## src/rtl/mlpwm_pkg.sv

```systemverilog
package mlpwm_pkg;

    localparam int NPH      = 3;
    localparam int NCAR     = 8;
    localparam int HALF_CAR = NCAR / 2;
    localparam int NPRI     = HALF_CAR + 1;
    localparam int NSW      = 2 * NPRI;
    localparam int LVL_W    = $clog2(NCAR + 1);

    typedef enum logic {
        DIR_DN = 1'b0,
        DIR_UP = 1'b1
    } dir_e;

    // one half-leg: primary commands low, their complements high
    typedef struct packed {
        logic [NPRI-1:0] cpl;
        logic [NPRI-1:0] pri;
    } sw_half_t;

    function automatic sw_half_t sw_map(input logic [HALF_CAR-1:0] hit);
        sw_half_t s;
        s.pri = {|hit, hit};
        s.cpl[0] = ~s.pri[1];
        s.cpl[1] = ~s.pri[0];
        s.cpl[2] = ~s.pri[2];
        s.cpl[3] = ~s.pri[3];
        s.cpl[4] = ~s.pri[4];
        return s;
    endfunction

endpackage

```

## src/rtl/mlpwm_carrier.sv

```systemverilog
module mlpwm_carrier
    import mlpwm_pkg::*;
#(
    parameter int CNT_W = 12
) (
    input  logic             clk,
    input  logic             rst,
    input  logic             en,
    input  logic [CNT_W-1:0] per_i,
    output logic [CNT_W-1:0] cnt_o,
    output logic [CNT_W-1:0] per_o,
    output logic             valley_o
);

    logic [CNT_W-1:0] cnt_q, per_q, per_in, per_eff, cnt_inc, cnt_dec;
    dir_e             dir_q;

    assign per_in   = (per_i == '0) ? CNT_W'(1) : per_i;
    assign valley_o = (cnt_q == '0);
    assign per_eff  = valley_o ? per_in : per_q;
    assign cnt_inc  = cnt_q + CNT_W'(1);
    assign cnt_dec  = cnt_q - CNT_W'(1);

    always_ff @(posedge clk) begin
        if (rst) begin
            cnt_q <= '0;
            dir_q <= DIR_UP;
            per_q <= CNT_W'(1);
        end else begin
            if (valley_o) per_q <= per_in;
            if (!en) begin
                cnt_q <= '0;
                dir_q <= DIR_UP;
            end else if (dir_q == DIR_UP) begin
                cnt_q <= cnt_inc;
                if (cnt_inc >= per_eff) dir_q <= DIR_DN;
            end else begin
                cnt_q <= cnt_dec;
                if (cnt_dec == '0) dir_q <= DIR_UP;
            end
        end
    end

    assign cnt_o = cnt_q;
    assign per_o = per_eff;


    cnt_range_chk: assert property (@(posedge clk) disable iff (rst)
        cnt_q <= per_q);

    valley_dir_chk: assert property (@(posedge clk) disable iff (rst)
        (cnt_q == '0) |-> (dir_q == DIR_UP));

    per_hold_chk: assert property (@(posedge clk) disable iff (rst)
        !valley_o |=> $stable(per_q));

endmodule

```

## src/rtl/mlpwm_offset.sv

```systemverilog
module mlpwm_offset
    import mlpwm_pkg::*;
#(
    parameter int REF_W = 16
) (
    input  logic                    clk,
    input  logic                    rst,
    input  logic signed [REF_W-1:0] ref_i  [NPH],
    output logic signed [REF_W:0]   corr_o [NPH]
);

    localparam int CORR_W = REF_W + 1;

    logic signed [REF_W-1:0]  ref_q [NPH];
    logic signed [REF_W-1:0]  mx_c, mn_c, mx_q, mn_q, m01, n01;
    logic signed [CORR_W-1:0] sum_c, off_c;
    logic signed [CORR_W-1:0] corr_q [NPH];

    // two-level compare tree, registered before the offset adder
    always_comb begin
        m01  = (ref_i[0] > ref_i[1]) ? ref_i[0] : ref_i[1];
        n01  = (ref_i[0] < ref_i[1]) ? ref_i[0] : ref_i[1];
        mx_c = (m01 > ref_i[2]) ? m01 : ref_i[2];
        mn_c = (n01 < ref_i[2]) ? n01 : ref_i[2];
    end

    assign sum_c = CORR_W'(mx_q) + CORR_W'(mn_q);
    assign off_c = sum_c >>> 1;

    always_ff @(posedge clk) begin
        if (rst) begin
            mx_q <= '0;
            mn_q <= '0;
            for (int p = 0; p < NPH; p++) begin
                ref_q[p]  <= '0;
                corr_q[p] <= '0;
            end
        end else begin
            mx_q <= mx_c;
            mn_q <= mn_c;
            for (int p = 0; p < NPH; p++) begin
                ref_q[p]  <= ref_i[p];
                corr_q[p] <= CORR_W'(ref_q[p]) - off_c;
            end
        end
    end

    assign corr_o = corr_q;

    // balance of the corrected set, checked only
    logic signed [CORR_W-1:0] cmax_a, cmin_a;
    logic signed [CORR_W:0]   cbal_a;
    always_comb begin
        cmax_a = corr_q[0];
        cmin_a = corr_q[0];
        for (int p = 1; p < NPH; p++) begin
            if (corr_q[p] > cmax_a) cmax_a = corr_q[p];
            if (corr_q[p] < cmin_a) cmin_a = corr_q[p];
        end
        cbal_a = (CORR_W+1)'(cmax_a) + (CORR_W+1)'(cmin_a);
    end


    offset_balance_chk: assert property (@(posedge clk) disable iff (rst)
        (cbal_a == 0) || (cbal_a == 1));

endmodule

```

## src/rtl/mlpwm_phase.sv

```systemverilog
module mlpwm_phase
    import mlpwm_pkg::*;
#(
    parameter int CNT_W  = 12,
    parameter int CORR_W = 17
) (
    input  logic                     clk,
    input  logic                     rst,
    input  logic                     en,
    input  logic signed [CORR_W-1:0] ref_i,
    input  logic [CNT_W-1:0]         cnt_i,
    input  logic [CNT_W-1:0]         per_i,
    output logic [NCAR-1:0]          cmp_o,
    output logic [LVL_W-1:0]         lvl_o
);

    localparam int CAR_W = CNT_W + 4;
    localparam int CMP_W = ((CAR_W > CORR_W) ? CAR_W : CORR_W) + 1;

    logic signed [CMP_W-1:0] cnt_s, per_s, ref_s;
    logic signed [CMP_W-1:0] car [NCAR];
    logic [NCAR-1:0]         hit;
    logic [LVL_W-1:0]        lvl_n;
    logic [NCAR-1:0]         cmp_q;
    logic [LVL_W-1:0]        lvl_q;

    assign cnt_s = $signed(CMP_W'(cnt_i));
    assign per_s = $signed(CMP_W'(per_i));
    assign ref_s = CMP_W'(ref_i);

    for (genvar k = 0; k < NCAR; k++) begin : g_car
        assign car[k] = cnt_s + per_s * $signed(CMP_W'(k)) - (per_s <<< 2);
        assign hit[k] = ref_s > car[k];
    end

    always_comb begin
        lvl_n = '0;
        for (int k = 0; k < NCAR; k++) lvl_n = lvl_n + LVL_W'(hit[k]);
    end

    always_ff @(posedge clk) begin
        if (rst || !en) begin
            cmp_q <= '0;
            lvl_q <= '0;
        end else begin
            cmp_q <= hit;
            lvl_q <= lvl_n;
        end
    end

    assign cmp_o = cmp_q;
    assign lvl_o = lvl_q;


    en_off_chk: assert property (@(posedge clk) disable iff (rst)
        !en |=> (cmp_q == '0 && lvl_q == '0));

    level_count_chk: assert property (@(posedge clk) disable iff (rst)
        $countones(cmp_q) == int'(lvl_q));

    thermo_shape_chk: assert property (@(posedge clk) disable iff (rst)
        ((cmp_q >> 1) & ~cmp_q) == '0);

endmodule

```

## src/rtl/mlpwm_top.sv

```systemverilog
module mlpwm_top
    import mlpwm_pkg::*;
#(
    parameter int REF_W = 16,
    parameter int CNT_W = 12
) (
    input  logic                    clk,
    input  logic                    rst,
    input  logic                    en,
    input  logic [CNT_W-1:0]        per_i,
    input  logic signed [REF_W-1:0] ref_a_i,
    input  logic signed [REF_W-1:0] ref_b_i,
    input  logic signed [REF_W-1:0] ref_c_i,
    output logic [NPH*NCAR-1:0]     cmp_o,
    output logic [NPH*NSW*2-1:0]    sw_o,
    output logic [NPH*LVL_W-1:0]    lvl_o
);

    localparam int CORR_W = REF_W + 1;

    logic signed [REF_W-1:0]  ref_in   [NPH];
    logic signed [CORR_W-1:0] corr_pip [NPH];
    logic signed [CORR_W-1:0] ref_use  [NPH];
    logic signed [CORR_W-1:0] act_q    [NPH];
    logic [CNT_W-1:0]         cnt, per_eff;
    logic                     valley;

    assign ref_in[0] = ref_a_i;
    assign ref_in[1] = ref_b_i;
    assign ref_in[2] = ref_c_i;

    mlpwm_offset #(.REF_W(REF_W)) u_offset (
        .clk    (clk),
        .rst    (rst),
        .ref_i  (ref_in),
        .corr_o (corr_pip)
    );

    mlpwm_carrier #(.CNT_W(CNT_W)) u_carrier (
        .clk      (clk),
        .rst      (rst),
        .en       (en),
        .per_i    (per_i),
        .cnt_o    (cnt),
        .per_o    (per_eff),
        .valley_o (valley)
    );

    always_ff @(posedge clk) begin
        for (int p = 0; p < NPH; p++) begin
            if (rst) act_q[p] <= '0;
            else     act_q[p] <= ref_use[p];
        end
    end

    for (genvar p = 0; p < NPH; p++) begin : g_ph
        logic [NCAR-1:0] cmp_p;
        sw_half_t        sw_lo, sw_hi;

        assign ref_use[p] = valley ? corr_pip[p] : act_q[p];

        mlpwm_phase #(.CNT_W(CNT_W), .CORR_W(CORR_W)) u_phase (
            .clk   (clk),
            .rst   (rst),
            .en    (en),
            .ref_i (ref_use[p]),
            .cnt_i (cnt),
            .per_i (per_eff),
            .cmp_o (cmp_p),
            .lvl_o (lvl_o[p*LVL_W +: LVL_W])
        );

        assign sw_lo = sw_map(cmp_p[HALF_CAR-1:0]);
        assign sw_hi = sw_map(cmp_p[NCAR-1:HALF_CAR]);
        assign cmp_o[p*NCAR +: NCAR]        = cmp_p;
        assign sw_o[p*2*NSW +: NSW]         = sw_lo;
        assign sw_o[p*2*NSW + NSW +: NSW]   = sw_hi;


        ref_hold_chk: assert property (@(posedge clk) disable iff (rst)
            !valley |=> $stable(act_q[p]));
    end

endmodule

```

## config.mk

```make
export PLATFORM = sky130hd
export DESIGN_NAME = mlpwm_top
export DESIGN_NICKNAME = d
export VERILOG_FILES = /design/src/rtl/mlpwm_pkg.sv /design/src/rtl/mlpwm_carrier.sv /design/src/rtl/mlpwm_offset.sv /design/src/rtl/mlpwm_phase.sv /design/src/rtl/mlpwm_top.sv
export SDC_FILE = /design/constraint.sdc
export NUM_CORES = 1
export LEC_CHECK = 0
export BUFFER_PORTS_ARGS = -buffer_cell sky130_fd_sc_hd__buf_4
export CAP_MARGIN = 5
export CORE_ASPECT_RATIO = 1.25
export CORE_MARGIN = 2
export CORE_UTILIZATION = 50
export DETAILED_ROUTE_END_ITERATION = 10
export GPL_TIMING_DRIVEN = 0
export PLACE_DENSITY_LB_ADDON = 0.12
export REMOVE_ABC_BUFFERS = 1
export SLEW_MARGIN = 5
export SYNTH_ARGS = -nofsm -noshare
export SYNTH_HDL_FRONTEND = slang
export SYNTH_HIERARCHICAL = 1
export SYNTH_SLANG_ARGS = --single-unit
```

## constraint.sdc

```tcl
create_clock -name clk -period 23 [get_ports clk]
set_input_delay 2.3 -clock clk [delete_from_list [all_inputs] [get_ports clk]]
set_output_delay 2.3 -clock clk [all_outputs]
set_load 0.02 [all_outputs]
```

==> flow_summary.yaml <==
finish:
  fillers: 8846
  drive_gt1_share_pct: 7.14
  utilization_pct: 54.3
  nets: 6984
  regArea_mm2: 0.00488
  num_antenna_cells: 0
  multiInputGateArea_mm2: 0.0389
  area_delta_synth_final_pct: 8.18
critical_path:
  cp.required_ns: 23.50
  critPathSlowestCell: "nand4_2"
  crit_fanout: 16
  crit_family: "adder cells"
  path_class: "reg2reg"
  crit_cells: 34
  regToRegSetupSlack_ns: 12.18
  crit_path_end_kind: "flip-flop"
  r2r_end: "g_ph[2].u_phase/lvl_o[2]"
  crit_path_max_incr_delay_ns: 0.63
  regToRegStartpoint: "u_carrier/cnt_o[7]"
  crit_buf_inv: 5
  setup.worst_path.start: "u_carrier/cnt_o[7]"
  arrival_ns: 11.33
  reg2reg_depth: 34
  start_kind: "flip-flop"
  crit_end: "g_ph[2].u_phase/lvl_o[2]"
clock_tree:
  cts-resized-gates: 0
  cts_setup_buffers: 0
  ctsHoldBuffers: 0
  cts_sinks: 243
  clock_latency_ns: 0.64
  htreeDepth: 1
  cts_tree: "done"
  clkSlewWorstSetupHoldPaths_ns: 0.06
  cts_root_buffer: "clkbuf_16"
  clockBufferDepth: 3
  cts_made_buffers: 30
detailed_routing:
  routed_wl_um: 139000
  vias_per_cell: 5.88
  drc: 0
  wl_per_cell_um: 20.1
  ant_nets: 0
  vias: 40600
  drt_iter0_markers: 2336
  firstDrtPassIters: 6
global_routing:
  grt_usage_pct: 28.3
  grt.overflow.total: 0
  grt_pass1_wl_um: 215000
  antenna_found_initial: 1
  grt_max_degree: 143
  grt_pass1_vias: 39500
sta:
  setup_viol: 0
  rsz0062_at_grt: "false"
  worst_pin_slew_ns: 1.24
  tns_ns: 0
  hold_viol: 0
  finClkSkew_ns: 0.0577
  slew_headroom_pct: 14.9
  timing.final.max_slew_violations: 0
  finalCritPeriodShare_pct: 47.1
  fmax_mhz: 92.4
  period_needed_ns: 10.82
synthesis:
  synth_top_family_by_area: "adder cells"
  ys_warn_count: 6
  synthFlopType: "dfxtp_1"
  ys_ff_latch: 243
  synth_top_area_cell: "ha_1"
  netlist_area_mm2: 0.0465
  synth_common_cells: "ha_1, inv_1, nor2_1"
  synthArstFlopShare_pct: 0
  synth_most_common_cell: "ha_1"
  yosysTopAreaCellShare_pct: 27.4
  synth_compound_area_share_pct: 19.7
  synth_edf_count: 0
  syn-instance-count: 5551
  synthXorXnorAreaFrac_pct: 7.55
  synth_area_leaders: "ha_1, dfxtp_1, fa_1"
  avgSynthCellArea_um2: 8.38
  synthAdderAreaFrac_pct: 37.2
  yosys.area_share.simple_pct: 16.7
  seq_area_frac_synth_pct: 10.5
  muxShareOfSynthArea_pct: 2.53
  synth_cell_types: 113
place:
  routabilityCongestion: 0.915
  portBuffers: 158
  hpwl_um: 110000
floorplanning:
  coreArea_mm2: 0.0926
  rows: 125
  die_y_um: 345
  initial_core_util_pct: 50.2
  ioPinCount: 159
  die_area_mm2: 0.0955
  die_w_um: 277
power:
  vdd_ir_drop_max_mv: 0.146
  leakage_nw: 25.3
  p_total_w: 0.00588
  powerDensity_mw_per_mm2: 117
worst_hold_path:
  hold_path.class: "reg2reg"
  hold_depth: 3
outcome:
  run_status: "complete, no violations"
flow_run:
  cap_violations: 0
## report_power, final
part	switching (W)	internal, W	leakage [nW]
sequential	0.0000351	0.000516	2.02
clock	0.000217	0.000285	0.512
combinational	0.00276	0.00206	22.8
total	0.00301	0.00286	25.3
## worst min path at each step
stage                               start                  to  slack [ns]
floorplan              u_carrier/per_q[0]  u_carrier/per_q[0]        0.44
global placement       u_carrier/per_q[0]  u_carrier/per_q[0]        0.45
detailed placement     u_carrier/per_q[0]  u_carrier/per_q[0]        0.52
CTS                    u_carrier/per_q[0]  u_carrier/per_q[0]        0.54
global route        u_offset/ref_q[0][32]  u_offset/corr_o[0]        0.58
finish              u_offset/ref_q[0][32]  u_offset/corr_o[0]        0.55
## cell usage in the layout, fill, tap and decap left out, types with 18 or more instances in the layout
cell type     n
a211oi_1     57
ha_1       1020
o21a_1       90
buf_4       158
nor2_1      438
mux2i_1      38
o31ai_1      18
a31oi_1      29
nand3b_1     18
or3_1        24
a2111oi_0    25
mux2_4       50
o2111ai_1    20
nor4_1       38
inv_1       573
xnor2_1     211
o21ai_0     251
buf_12       19
dfxtp_1     232
or2_2        30
xor2_1      188
o211ai_1     34
and4_1       20
clkbuf_16    30
and2_1       25
a21boi_0     20
fa_1        226
a21oi_1     364
nor2b_1     168
and3_1       27
nand2_1     240
nand2b_1     75
nand3_1     116
nand4_1      96
o21bai_1     43
a21o_1      211
nor3_1      155
## stage by stage
step	setup WS [ns]	area (um^2)	hold slack (ns)	instances
6_report	12.18	50300	0.545	6905
3_5_place_dp	11.89	49300	0.520	6849
3_3_place_gp	7.48	48700	0.455	6821
5_1_grt	11.60	50300	0.583	6905
4_1_cts	12.27	50300	0.536	6905
2_1_floorplan	11.45	46000	0.442	5457
## metal layers
layer	track usage (%)	share of wire, %
met1	34.4	42
met2	52.0	50
met3	1.98	3.8
met4	10.7	4.3
met5	0	0.0079
## logic make-up after synthesis
group / count (synthesis)
xor gates and xnor gates: 400
buffers and inverters: 683
DFF: 243
muxes: 92
adders and majority gates: 1246
AOI/OAI and AO/OA: 1362
and+or+nand+nor: 1525
## area by class of cell
type | count | share of cell area (%)
sequential | 243 | 9.69
multi-input combinational | 4625 | 77.3
inverter | 589 | 4.40
clock inverter | 22 | 0.510
clock buffer | 34 | 1.56
timing repair buffer | 186 | 3.49
tap | 1206 | 3.00
## registers in the layout, indices dropped and copies added (netlist names)
register and cells:
g_ph.u_phase/lvl_o 12, u_offset/ref_q 48, act_q 51, u_carrier/per_q 12
u_carrier/dir_q 1, u_offset/mx_q 16, u_offset/mn_q 16, u_carrier/cnt_o 12
u_offset/corr_o 51, g_ph.u_phase/cmp_o 24
## worst min-delay path, cell delays in order (launching register included)
cell	delay, ns
dfxtp_1	0.30
inv_1	0.04
ha_1	0.12
nor2_1	0.04
(Power assumes the default switching activity.)
